<file path="config.mk">
export PLATFORM = sky130hd
export DESIGN_NAME = sensor_cfg_reg
export DESIGN_NICKNAME = d
export VERILOG_FILES = /design/src/rtl/scfg_pkg.sv /design/src/rtl/scfg_write_decode.sv /design/src/rtl/scfg_nv_commit.sv /design/src/rtl/scfg_readback.sv /design/src/rtl/sensor_cfg_reg.sv
export SDC_FILE = /design/constraint.sdc
export NUM_CORES = 1
export LEC_CHECK = 0
export ABC_CLOCK_PERIOD_IN_PS = 2300
export BUFFER_PORTS_ARGS = -buffer_cell sky130_fd_sc_hd__buf_2
export CORE_ASPECT_RATIO = 0.6
export CORE_MARGIN = 2
export CORE_UTILIZATION = 25
export DETAILED_ROUTE_END_ITERATION = 7
export PLACE_DENSITY = 0.45
export REMOVE_ABC_BUFFERS = 1
export SYNTH_ARGS = -nofsm -noshare
export SYNTH_HDL_FRONTEND = slang
export SYNTH_HIERARCHICAL = 1
export SYNTH_SLANG_ARGS = --single-unit
</file>
<file path="constraint.sdc">
create_clock -name clk -period 2.3 [get_ports clk]
set_clock_uncertainty 0.15 [all_clocks]
set_input_delay 0.23 -clock clk [delete_from_list [all_inputs] [get_ports clk]]
set_output_delay 0.23 -clock clk [all_outputs]
set_load 0.02 [all_outputs]
</file>
<file path="src/rtl/scfg_pkg.sv">
package scfg_pkg;
  localparam int REG_W = 16;
  localparam logic [REG_W-1:0] CFG_RESET = 16'hA000;
  localparam logic [REG_W-1:0] CFG_WMASK = 16'hE998;

  localparam int RATE_LSB  = 13;
  localparam int RATE_W    = 3;
  localparam int ONESHOT_B = 12;
  localparam int SHDN_B    = 11;
  localparam int HI1_B     = 10;
  localparam int LO1_B     = 9;
  localparam int MODE1_B   = 8;
  localparam int POL1_B    = 7;
  localparam int HI2_B     = 6;
  localparam int LO2_B     = 5;
  localparam int MODE2_B   = 4;
  localparam int POL2_B    = 3;
  localparam int SRST_B    = 1;

  function automatic logic [REG_W-1:0] keep_writable(input logic [REG_W-1:0] d);
    return d & CFG_WMASK;
  endfunction

  function automatic logic [REG_W-1:0] read_image(
    input logic [REG_W-1:0] live,
    input logic hi1, input logic lo1,
    input logic hi2, input logic lo2);
    logic [REG_W-1:0] img;
    img          = live & CFG_WMASK;
    img[HI1_B]   = hi1;
    img[LO1_B]   = lo1 & ~live[MODE1_B];
    img[HI2_B]   = hi2;
    img[LO2_B]   = lo2 & ~live[MODE2_B];
    return img;
  endfunction
endpackage

</file>
<file path="src/rtl/scfg_write_decode.sv">
module scfg_write_decode
  import scfg_pkg::*;
#(
  parameter int ADDR_W   = 4,
  parameter int CFG_ADDR = 1
) (
  input  logic [ADDR_W-1:0] addr,
  input  logic              wr_en,
  input  logic [REG_W-1:0]  wdata,
  input  logic              nv_update,
  input  logic              busy,
  output logic              wr_hit,
  output logic              wr_accept,
  output logic              wr_drop,
  output logic              direct_wr,
  output logic              nv_start,
  output logic              req_oneshot,
  output logic              req_srst
);
  localparam logic [ADDR_W-1:0] MY_ADDR = ADDR_W'(CFG_ADDR);

  always_comb begin
    wr_hit      = wr_en && (addr == MY_ADDR);
    wr_accept   = wr_hit && !busy;
    wr_drop     = wr_hit && busy;
    direct_wr   = wr_accept && !nv_update;
    nv_start    = wr_accept && nv_update;
    req_oneshot = wr_accept && wdata[ONESHOT_B] && wdata[SHDN_B];
    req_srst    = wr_accept && wdata[SRST_B];
  end
endmodule

</file>
<file path="src/rtl/scfg_nv_commit.sv">
module scfg_nv_commit
  import scfg_pkg::*;
#(
  parameter int NV_MS = 16
) (
  input  logic             clk,
  input  logic             rst_n,
  input  logic             start,
  input  logic [REG_W-1:0] wdata,
  input  logic             tick,
  output logic             busy,
  output logic             commit,
  output logic [REG_W-1:0] shadow
);
  localparam int CNT_W = (NV_MS > 1) ? $clog2(NV_MS) : 1;
  localparam logic [CNT_W-1:0] LAST = CNT_W'(NV_MS - 1);

  logic [CNT_W-1:0] cnt_q;

  assign commit = busy && tick && (cnt_q == LAST);

  always_ff @(posedge clk or negedge rst_n) begin
    if (!rst_n) begin
      busy   <= 1'b0;
      cnt_q  <= '0;
      shadow <= CFG_RESET;
    end else if (start) begin
      busy   <= 1'b1;
      cnt_q  <= '0;
      shadow <= keep_writable(wdata);
    end else if (commit) begin
      busy   <= 1'b0;
      cnt_q  <= '0;
    end else if (busy && tick) begin
      cnt_q  <= cnt_q + 1'b1;
    end
  end
endmodule

</file>
<file path="src/rtl/scfg_readback.sv">
module scfg_readback
  import scfg_pkg::*;
#(
  parameter int ADDR_W   = 4,
  parameter int CFG_ADDR = 1
) (
  input  logic              clk,
  input  logic              rst_n,
  input  logic [ADDR_W-1:0] addr,
  input  logic              rd_en,
  input  logic [REG_W-1:0]  live,
  input  logic              hi1,
  input  logic              lo1,
  input  logic              hi2,
  input  logic              lo2,
  output logic [REG_W-1:0]  rd_data,
  output logic              rd_evt
);
  localparam logic [ADDR_W-1:0] MY_ADDR = ADDR_W'(CFG_ADDR);
  logic rd_hit;
  assign rd_hit = rd_en && (addr == MY_ADDR);

  always_ff @(posedge clk or negedge rst_n) begin
    if (!rst_n) begin
      rd_data <= '0;
      rd_evt  <= 1'b0;
    end else begin
      rd_evt  <= rd_hit;
      rd_data <= rd_hit ? read_image(live, hi1, lo1, hi2, lo2) : '0;
    end
  end
endmodule

</file>
<file path="src/rtl/sensor_cfg_reg.sv">
module sensor_cfg_reg
  import scfg_pkg::*;
#(
  parameter int ADDR_W   = 4,
  parameter int CFG_ADDR = 1,
  parameter int NV_MS    = 16
) (
  input  logic              clk,
  input  logic              rst_n,
  input  logic [ADDR_W-1:0] bus_addr,
  input  logic              bus_wr_en,
  input  logic [15:0]       bus_wr_data,
  input  logic              bus_rd_en,
  output logic [15:0]       bus_rd_data,
  input  logic              nv_update,
  input  logic              tick_1ms,
  input  logic              flag_hi1,
  input  logic              flag_lo1,
  input  logic              flag_hi2,
  input  logic              flag_lo2,
  output logic [2:0]        rate_sel,
  output logic              shutdown,
  output logic              mode1,
  output logic              pol1,
  output logic              mode2,
  output logic              pol2,
  output logic              oneshot_pulse,
  output logic              conv_abort,
  output logic              soft_rst_req,
  output logic              rd_event,
  output logic              nv_busy,
  output logic              nv_err
);
  logic             wr_hit, wr_accept, wr_drop, direct_wr, nv_start;
  logic             req_oneshot, req_srst, nv_commit;
  logic [REG_W-1:0] shadow_q;
  logic [REG_W-1:0] live_q;

  scfg_write_decode #(.ADDR_W(ADDR_W), .CFG_ADDR(CFG_ADDR)) u_dec (
    .addr(bus_addr), .wr_en(bus_wr_en), .wdata(bus_wr_data),
    .nv_update(nv_update), .busy(nv_busy),
    .wr_hit(wr_hit), .wr_accept(wr_accept), .wr_drop(wr_drop),
    .direct_wr(direct_wr), .nv_start(nv_start),
    .req_oneshot(req_oneshot), .req_srst(req_srst)
  );

  scfg_nv_commit #(.NV_MS(NV_MS)) u_nv (
    .clk(clk), .rst_n(rst_n), .start(nv_start), .wdata(bus_wr_data),
    .tick(tick_1ms), .busy(nv_busy), .commit(nv_commit), .shadow(shadow_q)
  );

  scfg_readback #(.ADDR_W(ADDR_W), .CFG_ADDR(CFG_ADDR)) u_rb (
    .clk(clk), .rst_n(rst_n), .addr(bus_addr), .rd_en(bus_rd_en),
    .live(live_q), .hi1(flag_hi1), .lo1(flag_lo1), .hi2(flag_hi2),
    .lo2(flag_lo2), .rd_data(bus_rd_data), .rd_evt(rd_event)
  );

  always_ff @(posedge clk or negedge rst_n) begin
    if (!rst_n) begin
      live_q <= CFG_RESET;
    end else if (direct_wr) begin
      live_q <= keep_writable(bus_wr_data);
    end else if (nv_commit) begin
      live_q <= shadow_q;
    end
  end

  always_ff @(posedge clk or negedge rst_n) begin
    if (!rst_n) begin
      conv_abort    <= 1'b0;
      oneshot_pulse <= 1'b0;
      soft_rst_req  <= 1'b0;
      nv_err        <= 1'b0;
    end else begin
      conv_abort    <= wr_accept;
      oneshot_pulse <= req_oneshot;
      soft_rst_req  <= req_srst;
      if (wr_drop) nv_err <= 1'b1;
    end
  end

  assign rate_sel = live_q[RATE_LSB +: RATE_W];
  assign shutdown = live_q[SHDN_B];
  assign mode1    = live_q[MODE1_B];
  assign pol1     = live_q[POL1_B];
  assign mode2    = live_q[MODE2_B];
  assign pol2     = live_q[POL2_B];
endmodule

</file>
==> metrics.json <==
{
  "critical_path.slowest_cell": {"value": "sky130_fd_sc_hd__or3b_1"},
  "power.ir.vdd_worst": {"value": 0.3150, "unit": "mV"},
  "post-dp-hpwl": {"value": 2545, "unit": "um"},
  "detail_route.wl_per_cell": {"value": 13.22, "unit": "um"},
  "crit_path_start": {"value": "bus_addr[1]"},
  "layout.cells.non_filler": {"value": 276},
  "post-cts-setup-buffer-count": {"value": 0},
  "worstSetupEndpoint": {"value": "u_nv/shadow[8]"},
  "timing.reg2reg.setup_slack": {"value": 0.62, "unit": "ns"},
  "clk_root_buffer_cell": {"value": "sky130_fd_sc_hd__clkbuf_8"},
  "mean_post_synth_cell_area": {"value": 12.47, "unit": "um2"},
  "io_buffers": {"value": 49},
  "design.portCount": {"value": 60},
  "grt_first_pass_wirelength": {"value": 5720, "unit": "um"},
  "max_freq": {"value": 0.5862, "unit": "GHz"},
  "critical-path-max-stage-delay": {"value": 0.51, "unit": "ns"},
  "cp_data_required_time": {"value": 2.32, "unit": "ns"},
  "drive_above_1_share": {"value": 44.44, "unit": "%"},
  "syn_inst": {"value": 134},
  "number_of_buffers_added_to_fix_hold_violations_after_cts": {"value": 2},
  "synth_area": {"value": 0.001670, "unit": "mm2"},
  "multi_input_area": {"value": 596.8, "unit": "um2"},
  "timing.final.hold_violations": {"value": 0},
  "critical_path.max_fanout": {"value": 12},
  "detailedRoute.firstIterationViolations": {"value": 35},
  "grt_setup_unrepaired": {"value": "no"},
  "ant_nets": {"value": 0},
  "routability_congestion_estimate_from_global_placement": {"value": 0.7834},
  "outcome": {"value": "finished clean"},
  "grt_antenna_before_repair": {"value": 0},
  "pin_count_of_the_biggest_net_entering_global_routing": {"value": 27},
  "layout-area-overhead-vs-synth": {"value": 24.87, "unit": "%"},
  "drt-pass1-iter-count": {"value": 4},
  "path_cells": {"value": "buf_2 -> or3b_1 -> nor4b_4 -> buf_4 -> mux2_2"},
  "numCtsBuffers": {"value": 5},
  "p_sw_share": {"value": 30.41, "unit": "%"},
  "fin_tns_setup": {"value": 0, "unit": "ns"},
  "clock_path_buffers": {"value": 2},
  "worst_setup_path_end_kind": {"value": "flop"},
  "dp.cells": {"value": 266},
  "dr_total_vias": {"value": 1132},
  "grt_usage": {"value": 10.72, "unit": "%"},
  "holdWs": {"value": 0.01275, "unit": "ns"},
  "die_y": {"value": 67.32, "unit": "um"},
  "worst_ep_arrival_time": {"value": 1.73, "unit": "ns"},
  "cts.reportedPaths.clkPinSlew": {"value": 0.08, "unit": "ns"},
  "grt_total_ovfl": {"value": 0},
  "final_cycle_share": {"value": 74.16, "unit": "%"},
  "critPathLaunchType": {"value": "input port"},
  "crit-reg2reg-capture": {"value": "u_nv/shadow[8]"},
  "num_rows": {"value": 23},
  "maxSlewHeadroom": {"value": 59.12, "unit": "%"},
  "regArea": {"value": 955.9, "unit": "um2"},
  "synth-warning-count": {"value": 6},
  "power_frac_comb": {"value": 20.6, "unit": "%"},
  "post_cts_resized": {"value": 0},
  "pwr-share-clk": {"value": 28.5, "unit": "%"},
  "hold_path.class": {"value": "input port to flop"},
  "fin_nets": {"value": 219},
  "detail_route.drc_violations": {"value": 0},
  "vias_in_the_first_global_route": {"value": 1055},
  "ctsHtreeMaxLevel": {"value": 2},
  "tightestPinTransition": {"value": 0.6133, "unit": "ns"},
  "timing.max_cap.violations": {"value": 0},
  "critical_path.reg2reg.startpoint": {"value": "u_nv/busy"},
  "r2r_cells": {"value": 4},
  "setup_viol": {"value": 0},
  "fill_cells": {"value": 697},
  "sequentialPowerShare": {"value": 50.9, "unit": "%"},
  "route.final.wire_length": {"value": 3649, "unit": "um"},
  "fp.coreArea": {"value": 0.006561, "unit": "mm2"},
  "timing.final.crit_period": {"value": 1.706, "unit": "ns"},
  "clk_latency": {"value": 0.28, "unit": "ns"},
  "cts.sinks": {"value": 38},
  "internal_power": {"value": 0.001172, "unit": "W"},
  "cellLeakagePower": {"value": 1.066, "unit": "nW"},
  "routed_via_density": {"value": 4.101},
  "fp.dieW": {"value": 109.5, "unit": "um"},
  "setup.worst_path.class": {"value": "input port to flop"},
  "power_switching": {"value": 0.0005122, "unit": "W"},
  "power.density": {"value": 807.7, "unit": "mW/mm2"},
  "report.final.slew_viol_count": {"value": 0},
  "antenna_diode_count": {"value": 0},
  "start_util": {"value": 25.46, "unit": "%"},
  "cts_tree": {"value": "built"},
  "die_area": {"value": 0.007373, "unit": "mm2"}
}
sequential cells by signal, summed over array words and instances, names as in the netlist:
signal,flops
oneshot_pulse,1
u_rb/rd_data,12
u_nv/busy,1
u_nv/cnt_q,4
nv_err,1
live_q,8
conv_abort,1
u_nv/shadow,8
u_rb/rd_evt,1
soft_rst_req,1
layout make-up:
type,count,share of cell area (%)
clock buffers,6,3.959
clock inverters,2,0.5999
inverters,1,0.1800
multi-input cells,83,28.61
flip-flops and latches,38,45.83
well taps,87,5.219
repair buffers,59,15.60
per-stage QoR:
stage / util, % / total power (W) / instance area [um2] / setup slack, ns
after global placement: 30.03 / 0.001219 / 1971 / 0.2682
after floorplan: - / 0.001074 / 1556 / 0.3140
after detailed placement: 30.03 / 0.001221 / 1971 / 0.2784
final: 31.79 / 0.001685 / 2086 / 0.5942
after global routing: 31.79 / 0.001807 / 2086 / 0.5131
after CTS: 31.79 / 0.001721 / 2086 / 0.5828
worst min-delay path by stage:
stage / from / end / slack [ns] / depth (start not counted)
6_report: bus_wr_data[7] / live_q[7] / 0.01 / 3
5_1_grt: bus_wr_data[15] / live_q[15] / 0.02 / 3
4_1_cts: bus_wr_data[7] / live_q[7] / 0.002 / 3
3_5_place_dp: rst_n / oneshot_pulse / 0.14 / 1
3_3_place_gp: rst_n / oneshot_pulse / 0.14 / 1
2_1_floorplan: rst_n / conv_abort / -0.22 / 0
critical path, delay by kind of cell:
family        cells  cell delay [ns]
mux               1             0.35
simple gates      2             0.79
buf+inv           2             0.35
power groups by stage:
| stage | logic [W] | registers (W) | clock network (W) |
|---|---|---|---|
| 3_3_place_gp | 0.000348 | 0.000871 | 0 |
| 5_1_grt | 0.000391 | 0.000876 | 0.000540 |
| 3_5_place_dp | 0.000351 | 0.000871 | 0 |
| 2_1_floorplan | 0.000152 | 0.000921 | 0 |
| 6_report | 0.000346 | 0.000858 | 0.000480 |
| 4_1_cts | 0.000354 | 0.000859 | 0.000509 |
layout by cell type, fill, tap and decap left out, types with 2 or more instances in the layout:
master and n:
sky130_fd_sc_hd__nand2b_1 2, sky130_fd_sc_hd__mux2_2 8, sky130_fd_sc_hd__dlygate4sd3_1 2, sky130_fd_sc_hd__a21oi_1 4
sky130_fd_sc_hd__nor2_1 3, sky130_fd_sc_hd__o21ai_1 2, sky130_fd_sc_hd__and3_1 10, sky130_fd_sc_hd__nand3_1 4
sky130_fd_sc_hd__buf_4 8, sky130_fd_sc_hd__dfrtp_1 34, sky130_fd_sc_hd__mux2i_1 8, sky130_fd_sc_hd__conb_1 4
sky130_fd_sc_hd__nand2_1 12, sky130_fd_sc_hd__and4b_1 3, sky130_fd_sc_hd__buf_2 49, sky130_fd_sc_hd__o21ai_0 7
sky130_fd_sc_hd__or3b_1 2, sky130_fd_sc_hd__clkbuf_8 6, sky130_fd_sc_hd__dfstp_2 4, sky130_fd_sc_hd__nor4b_4 2
sky130_fd_sc_hd__nor3_1 2
metal layers:
metal / global-route usage, % / vias up / part of all wire, %
li1: - / 558 / -
met1: 15.46 / 536 / 51
met2: 14.43 / 34 / 41
met3: 4.923 / 4 / 7.2
met4: 2.373 / 0 / 0.49
met5: 0 / - / 0
Power figures use the tool's default switching activity.
